**config.mk**
```make
export PLATFORM = sky130hd
export DESIGN_NAME = prescaled_timer
export DESIGN_NICKNAME = d
export VERILOG_FILES = /design/src/rtl/tmr_pkg.sv /design/src/rtl/tmr_decode.sv /design/src/rtl/tmr_cfg.sv /design/src/rtl/tmr_prescaler.sv /design/src/rtl/tmr_core.sv /design/src/rtl/prescaled_timer.sv
export SDC_FILE = /design/constraint.sdc
export NUM_CORES = 1
export LEC_CHECK = 0
export ABC_AREA = 1
export ABC_CLOCK_PERIOD_IN_PS = 5090
export BUFFER_PORTS_ARGS = -buffer_cell sky130_fd_sc_hd__buf_4
export CAP_MARGIN = 10
export CORE_MARGIN = 10
export CORE_UTILIZATION = 45
export CTS_CLUSTER_SIZE = 16
export DETAILED_ROUTE_END_ITERATION = 10
export SYNTH_ARGS = -nofsm -noshare
export SYNTH_HDL_FRONTEND = slang
export SYNTH_SLANG_ARGS = --single-unit
```
**constraint.sdc**
```tcl
create_clock -name clk -period 5.09 [get_ports clk]
set_clock_uncertainty 0.15 [all_clocks]
set_input_delay 1.018 -clock clk [delete_from_list [all_inputs] [get_ports clk]]
set_output_delay 1.018 -clock clk [all_outputs]
set_load 0.03 [all_outputs]
```
**src/rtl/tmr_pkg.sv**
```systemverilog
package tmr_pkg;

    localparam int BUS_W = 32;

    typedef enum logic [1:0] {
        REG_CTRL  = 2'd0,
        REG_STAT  = 2'd1,
        REG_PRE   = 2'd2,
        REG_COUNT = 2'd3
    } tmr_reg_e;

    typedef struct packed {
        logic ctrl;
        logic pre;
        logic count;
    } tmr_wr_s;

    function automatic tmr_reg_e reg_of(input logic [1:0] idx);
        return tmr_reg_e'(idx);
    endfunction

endpackage

```
**src/rtl/tmr_decode.sv**
```systemverilog
module tmr_decode
    import tmr_pkg::*;
#(
    parameter int ADDR_W = 4
) (
    input  logic              bus_wr,
    input  logic [ADDR_W-1:0] bus_addr,
    output tmr_wr_s           wr,
    output tmr_reg_e          sel
);
    logic [1:0] unused_low;

    assign unused_low = bus_addr[1:0];
    assign sel        = reg_of(bus_addr[3:2]);

    always_comb begin
        wr       = '0;
        wr.ctrl  = bus_wr && (sel == REG_CTRL);
        wr.pre   = bus_wr && (sel == REG_PRE);
        wr.count = bus_wr && (sel == REG_COUNT);
    end
endmodule

```
**src/rtl/tmr_cfg.sv**
```systemverilog
module tmr_cfg
    import tmr_pkg::*;
#(
    parameter int CNT_W = 32,
    parameter int PRE_W = 32
) (
    input  logic             clk,
    input  logic             rst,
    input  logic             run_q,
    input  tmr_wr_s          wr,
    input  logic [BUS_W-1:0] wdata,
    output logic [PRE_W-1:0] pre_cfg,
    output logic [CNT_W-1:0] init_cfg
);
    always_ff @(posedge clk) begin
        if (rst) begin
            pre_cfg  <= '0;
            init_cfg <= '0;
        end else if (!run_q) begin
            if (wr.pre)   pre_cfg  <= wdata[PRE_W-1:0];
            if (wr.count) init_cfg <= wdata[CNT_W-1:0];
        end
    end

    AST_PRE_LOCKED: assert property (@(posedge clk) disable iff (rst)
        (run_q && wr.pre) |=> $stable(pre_cfg));
    AST_INIT_LOCKED: assert property (@(posedge clk) disable iff (rst)
        (run_q && wr.count) |=> $stable(init_cfg));
endmodule

```
**src/rtl/tmr_prescaler.sv**
```systemverilog
module tmr_prescaler #(
    parameter int PRE_W = 32
) (
    input  logic             clk,
    input  logic             rst,
    input  logic             load,
    input  logic             run_q,
    input  logic [PRE_W-1:0] pre_cfg,
    output logic             tick
);
    localparam logic [PRE_W-1:0] ONE = PRE_W'(1);

    logic [PRE_W-1:0] pre_cnt;
    logic [PRE_W-1:0] period;

    assign period = (pre_cfg == '0) ? ONE : pre_cfg;
    assign tick   = run_q && (pre_cnt <= ONE);

    always_ff @(posedge clk) begin
        if (rst)       pre_cnt <= ONE;
        else if (load) pre_cnt <= period;
        else if (tick) pre_cnt <= period;
        else if (run_q) pre_cnt <= pre_cnt - ONE;
    end

    AST_PRE_NONZERO: assert property (@(posedge clk) disable iff (rst)
        run_q |-> (pre_cnt != '0));
endmodule

```
**src/rtl/tmr_core.sv**
```systemverilog
module tmr_core #(
    parameter int CNT_W = 32
) (
    input  logic             clk,
    input  logic             rst,
    input  logic             ctrl_wr,
    input  logic             tick,
    input  logic [CNT_W-1:0] init_cfg,
    output logic             start,
    output logic             run_q,
    output logic [CNT_W-1:0] cnt_q
);
    localparam logic [CNT_W-1:0] ONE = CNT_W'(1);

    logic stop;

    assign start = ctrl_wr && !run_q;
    assign stop  = ctrl_wr && run_q;

    always_ff @(posedge clk) begin
        if (rst) begin
            run_q <= 1'b0;
            cnt_q <= '0;
        end else if (start) begin
            run_q <= 1'b1;
            cnt_q <= init_cfg;
        end else if (stop) begin
            run_q <= 1'b0;
        end else if (tick) begin
            if (cnt_q <= ONE) begin
                cnt_q <= '0;
                run_q <= 1'b0;
            end else begin
                cnt_q <= cnt_q - ONE;
            end
        end
    end

    AST_START_RUNS: assert property (@(posedge clk) disable iff (rst)
        (ctrl_wr && !run_q) |=> run_q);
    AST_STOP_IDLES: assert property (@(posedge clk) disable iff (rst)
        (ctrl_wr && run_q) |=> !run_q);
    AST_CNT_NONINC: assert property (@(posedge clk) disable iff (rst)
        (run_q && !ctrl_wr) |=> (cnt_q <= $past(cnt_q)));
    AST_EXPIRE_IDLE: assert property (@(posedge clk) disable iff (rst)
        (run_q && tick && !ctrl_wr && cnt_q <= ONE) |=> !run_q);
    AST_START_LOADS: assert property (@(posedge clk) disable iff (rst)
        (ctrl_wr && !run_q) |=> (cnt_q == $past(init_cfg)));
endmodule

```
**src/rtl/prescaled_timer.sv**
```systemverilog
module prescaled_timer
    import tmr_pkg::*;
#(
    parameter int ADDR_W = 4,
    parameter int CNT_W  = 32,
    parameter int PRE_W  = 32
) (
    input  logic              clk,
    input  logic              rst,
    input  logic              bus_wr,
    input  logic              bus_rd,
    input  logic [ADDR_W-1:0] bus_addr,
    input  logic [31:0]       bus_wdata,
    output logic [31:0]       bus_rdata
);
    tmr_wr_s          wr;
    tmr_reg_e         sel;
    logic [PRE_W-1:0] pre_cfg;
    logic [CNT_W-1:0] init_cfg;
    logic [CNT_W-1:0] cnt_q;
    logic             run_q;
    logic             start;
    logic             tick;

    tmr_decode #(.ADDR_W(ADDR_W)) u_dec (
        .bus_wr   (bus_wr),
        .bus_addr (bus_addr),
        .wr       (wr),
        .sel      (sel)
    );

    tmr_cfg #(.CNT_W(CNT_W), .PRE_W(PRE_W)) u_cfg (
        .clk      (clk),
        .rst      (rst),
        .run_q    (run_q),
        .wr       (wr),
        .wdata    (bus_wdata),
        .pre_cfg  (pre_cfg),
        .init_cfg (init_cfg)
    );

    tmr_prescaler #(.PRE_W(PRE_W)) u_pre (
        .clk     (clk),
        .rst     (rst),
        .load    (start),
        .run_q   (run_q),
        .pre_cfg (pre_cfg),
        .tick    (tick)
    );

    tmr_core #(.CNT_W(CNT_W)) u_core (
        .clk      (clk),
        .rst      (rst),
        .ctrl_wr  (wr.ctrl),
        .tick     (tick),
        .init_cfg (init_cfg),
        .start    (start),
        .run_q    (run_q),
        .cnt_q    (cnt_q)
    );

    always_comb begin
        bus_rdata = '0;
        if (bus_rd) begin
            unique case (sel)
                REG_CTRL:  bus_rdata = '0;
                REG_STAT:  bus_rdata = {31'd0, !run_q};
                REG_PRE:   bus_rdata = 32'(pre_cfg);
                REG_COUNT: bus_rdata = run_q ? 32'(cnt_q) : 32'(init_cfg);
            endcase
        end
    end
endmodule

```
# Word level (Yosys, flattened, before mapping)
# Cells that the tools add are included.
# op_classes
mux	15
n_lt_le_gt_ge	2
eq_ne	4
n_bitwise	1
reduce_logical	17
add_sub_neg	2
# ops
op	n
two-way mux 32 bit	10
case mux 32 bit (4 select lines)	1
<= comparator 32 x 1 -> 1 bit, second input constant	2
subtractor 32 x 1 -> 32 bit, second input constant	2
logical NOT 32 bit	1
nonzero test 3 bit	3
AND reduction 2 bit	4
logical AND 1 bit	6
equality test 2 bit, second input constant	2
two-way mux 1 bit	4
equality test 2 x 1 -> 1 bit, second input constant	1
logical NOT 2 bit	1
inequality test 2 bit, second input constant	1
nonzero test 2 bit	1
logical NOT 1 bit	1
inverter 1 bit	1
# word_totals
in_bits	40
output_inout_bits	32
elab_cells	46
regBits	129

# Depth between registers and ports, before layout
# logic_depth
ltp_word	5
mapped_depth	16
ltp_nobuf	16

# By module
# A second synthesis with hierarchy kept.
# unflattened
hier_cells	1422
hier_area_um2	8642.0
# modules_own_cells
mod	instances	cells_each	area_per_inst_um2	seq_area_each_um2
tmr_cfg	1	384	2606.2	1281.2
tmr_prescaler	1	422	2483.6	640.6
tmr_core	1	358	2323.5	660.6
prescaled_timer	1	250	1191.1	0.0
tmr_decode	1	8	37.5	0.0

# Worst setup path after synthesis
# OpenSTA, ideal clock, no wires.
# synth_timing
kind	input-to-output
from	input bus_addr[2]
to	output bus_rdata[0]
n_path_buf	1
arrival_ps	2213
setup_slack_ps	1709
cell_stages	7
t_required_ps	3922
cell_sequence	nand2_1 clkbuf_1 a21oi_1 o21ai_0 o21ai_0 a21oi_1 nor3_1
# synth_between
elab_chain_cells	3
elab_cells_between_ends	6
cone_classes	3 x eq/ne; 2 x mux; 1 x reduce/logical
# synth_lines
element	line	source
start, declared	prescaled_timer.sv:12	input logic [ADDR_W-1:0] bus_addr,
equality test 2 bit (tied with other cells)	prescaled_timer.sv:65	unique case (sel)
case mux 32 bit (4 select lines) *	prescaled_timer.sv:65	
two-way mux 32 bit *	prescaled_timer.sv:64	if (bus_rd) begin
end, declared	prescaled_timer.sv:14	output logic [31:0] bus_rdata
# Every way passes the cells marked *; elsewhere a longest branch is shown, timed or not.

# Worst setup path after layout
# layout_timing
from	input bus_addr[3]
to	output bus_rdata[18]
# Same word-level chain as after synthesis.

==> results.sh <==
export IMPL_drv_slew=0
export IMPL_ys_seq_elements=129
export IMPL_r2r_slack_ns=1.67
export IMPL_critPathLaunch="bus_addr[3]"
export IMPL_cts_root_buf="clkbuf_16"
export IMPL_finalSetupViolations=0
export IMPL_slew_headroom=0.295
export IMPL_final_core_util=0.533
export IMPL_grt_overflow=0
export IMPL_viasPerCell=5.47
export IMPL_ant_nets=0
export IMPL_period_share=0.744
export IMPL_vias=8305
export IMPL_fin_nets=1328
export IMPL_tightestPinTransition_ns=1.06
export IMPL_io_pin_count=72
export IMPL_grt_pass1_wl_um=41300
export IMPL_drcViolationCount=0
export IMPL_arrival_ns=2.62
export IMPL_critPathMaxFanout=21
export IMPL_worstRegToRegCells=8
export IMPL_ys_types=38
export IMPL_hold_viol_final=0
export IMPL_first_pass_iters=6
export IMPL_place_inst=1485
export IMPL_cts_buffers=17
export IMPL_routedWlPerCell_um=17.2
export IMPL_yosysWarnings=0
export IMPL_rsz0062_at_grt="no"
export IMPL_power_density_mw_per_mm2=340
export IMPL_place_area_mm2=0.00831
export IMPL_hold_path_class="register to register"
export IMPL_r2r_start="u_core.run_q$_SDFFE_PP0P_"
export IMPL_r2r_end="u_cfg.pre_cfg[8]$_SDFFE_PP0P_"
export IMPL_max_clock_freq_mhz=264
export IMPL_final_cell_area_mm2=0.00890
export IMPL_cts_num_sinks=129
export IMPL_num_rows=47
export IMPL_postSynthCellCount=1252
export IMPL_place_hpwl_um=18700
export IMPL_max_cap_viol_count=0
export IMPL_syn_area_mm2=0.00775
export IMPL_post_cts_buffers=0
export IMPL_crit_path_end="bus_rdata[18]"
export IMPL_dieArea_mm2=0.0229
export IMPL_ys_seq_area_frac=0.333
export IMPL_syn_to_final_growth_pct=14.9
export IMPL_vdd_ir_drop_max_mv=0.239
export IMPL_final_setup_tns_ns=0
export IMPL_drt_wl_total_um=26100
export IMPL_drive_gt1_frac=0.116
export IMPL_coreArea_mm2=0.0167
export IMPL_fill_cells=1811
export IMPL_htreeDepth=4
export IMPL_avgSynthCellArea_um2=6.19
export IMPL_critPathKind="input pin to primary output"
export IMPL_leakage_nw=4.08
export IMPL_whs_path_depth=2
export IMPL_first_global_vias=7746
export IMPL_fin_cells=1517
export IMPL_grt_use_total=0.227
export IMPL_clockBufferDepth=2
export IMPL_gp_congestion=0.899
export IMPL_drt_iter0_markers=769
export IMPL_clk_latency_ns=0.43
export IMPL_grt_max_degree=55
export IMPL_io_buffers=69
export IMPL_cp_required_ns=3.92
export IMPL_die_w_um=151
export IMPL_syn_nets=1296
export IMPL_path_clk_slew_ns=0.06
export IMPL_antenna_found_initial=0
export IMPL_cts_tree="yes"
export IMPL_antenna_cells=0
export IMPL_endpoint_kind="primary output"
export IMPL_chipHeight_um=151
export IMPL_start_util=0.464
export IMPL_start_kind="input pin"
export IMPL_min_period_ns=3.79
export IMPL_ctsHoldBuffers=0
export IMPL_status="complete, no violations"
export IMPL_post_cts_resized=0
[logic make-up after synthesis]
family | Yosys count | synth area share
compound gates | 319 | 0.215
simple gates | 609 | 0.329
xor+xnor | 23 | 0.0260
flops | 129 | 0.333
buf+inv | 168 | 0.0900
fa+ha+maj | 4 | 0.00646
[critical path, cell delays in order]
cell and delay [ns]:
buf_4 0.10, inv_1 0.06, nor2_2 0.70, buf_4 0.29, nand2_1 0.06, a21oi_1 0.17, buf_4 0.21
[worst min-delay path by stage]
stage / startpoint / to
floorplan: u_pre.pre_cnt[31]$_SDFFE_PP0P_ / u_pre.pre_cnt[31]$_SDFFE_PP0P_
global placement: u_cfg.pre_cfg[7]$_SDFFE_PP0P_ / u_cfg.pre_cfg[7]$_SDFFE_PP0P_
detailed placement: u_pre.pre_cnt[31]$_SDFFE_PP0P_ / u_pre.pre_cnt[31]$_SDFFE_PP0P_
CTS: u_cfg.pre_cfg[7]$_SDFFE_PP0P_ / u_cfg.pre_cfg[7]$_SDFFE_PP0P_
global route: u_cfg.pre_cfg[7]$_SDFFE_PP0P_ / u_cfg.pre_cfg[7]$_SDFFE_PP0P_
finish: u_cfg.pre_cfg[7]$_SDFFE_PP0P_ / u_cfg.pre_cfg[7]$_SDFFE_PP0P_
[where the power goes]
group / leakage [nW] / switching, mW / internal, mW
clock network: 0.290 / 0.522 / 0.734
registers: 1.05 / 0.0650 / 1.07
logic: 2.74 / 0.421 / 0.212
total: 4.08 / 1.01 / 2.02
[Yosys cell counts, drive strengths merged]
library cell	instances	area, um2
nand4	18	113
nand3	81	415
a22oi	13	97.6
nor4	2	12.5
nand3b	2	15.0
dfxtp	129	2580
o21ai	210	1060
nor2	287	1130
nand2	204	783
ha	4	50.1
buf	13	93.8
or2	4	25.0
and2	1	6.26
o211ai	2	15.0
o21a	7	52.6
nor3	9	45.0
clkinv	1	3.75
xnor2	1	8.76
xor2	22	193
a21oi	83	415
and3	1	6.26
a31oi	1	6.26
inv	101	379
o21bai	3	22.5
clkbuf	53	220
[metrics by stage]
step	hold WS [ns]	setup slack [ns]	total power, mW
after floorplan	0.305	1.71	1.61
after global placement	0.330	1.33	1.78
after detailed placement	0.339	1.35	1.78
after CTS	0.339	1.34	3.03
after global routing	0.370	1.18	3.18
final	0.340	1.30	3.02
[sequential cells by signal, indices dropped and copies added, names as in the netlist]
register / flops
u_cfg.init_cfg: 32
u_cfg.pre_cfg: 32
u_core.cnt_q: 32
u_pre.pre_cnt: 32
u_core.run_q: 1
[area by class of cell]
type / instances / area [um2] / share of cell area
tap: 220 / 275 / 0.0309
sequential: 129 / 2580 / 0.290
clock inverter: 15 / 169 / 0.0190
clock buffer: 17 / 425 / 0.0478
timing repair buffer: 79 / 593 / 0.0666
inverter: 102 / 383 / 0.0430
multi-input combinational: 955 / 4480 / 0.503
[per-layer routing]
layer | track usage | share of wire
met1 | 0.317 | 0.47
met2 | 0.344 | 0.44
met3 | 0.0453 | 0.071
met4 | 0.0679 | 0.017
met5 | 0 | 0
[cells in the final DEF (no fill, tap or decap)]
master        n
o21a_1        7
buf_4        79
o21ai_1       9
o21ai_2       2
bufinv_16     2
clkinv_1      1
clkinvlp_4    1
nand3_1      79
a22oi_1      13
nor4_1        2
nor2_2       15
inv_1        93
nand3_2       2
dfxtp_1     129
nor2_4        2
a31oi_1       1
and3_1        1
nand3b_1      2
nor2_1      270
or2_2         3
and2_1        1
clkinv_4      4
clkbuf_16    17
o21bai_1      3
or2_1         1
nor3_1        8
a21oi_1      83
inv_6         7
clkinv_2      1
o21ai_0     199
ha_1          4
xor2_1       22
inv_2         8
nand2_2       7
nor3_2        1
xnor2_1       1
nand4_1      18
nand2_1     197
o211ai_1      2
No activity file was read; power rests on OpenSTA's default activity.
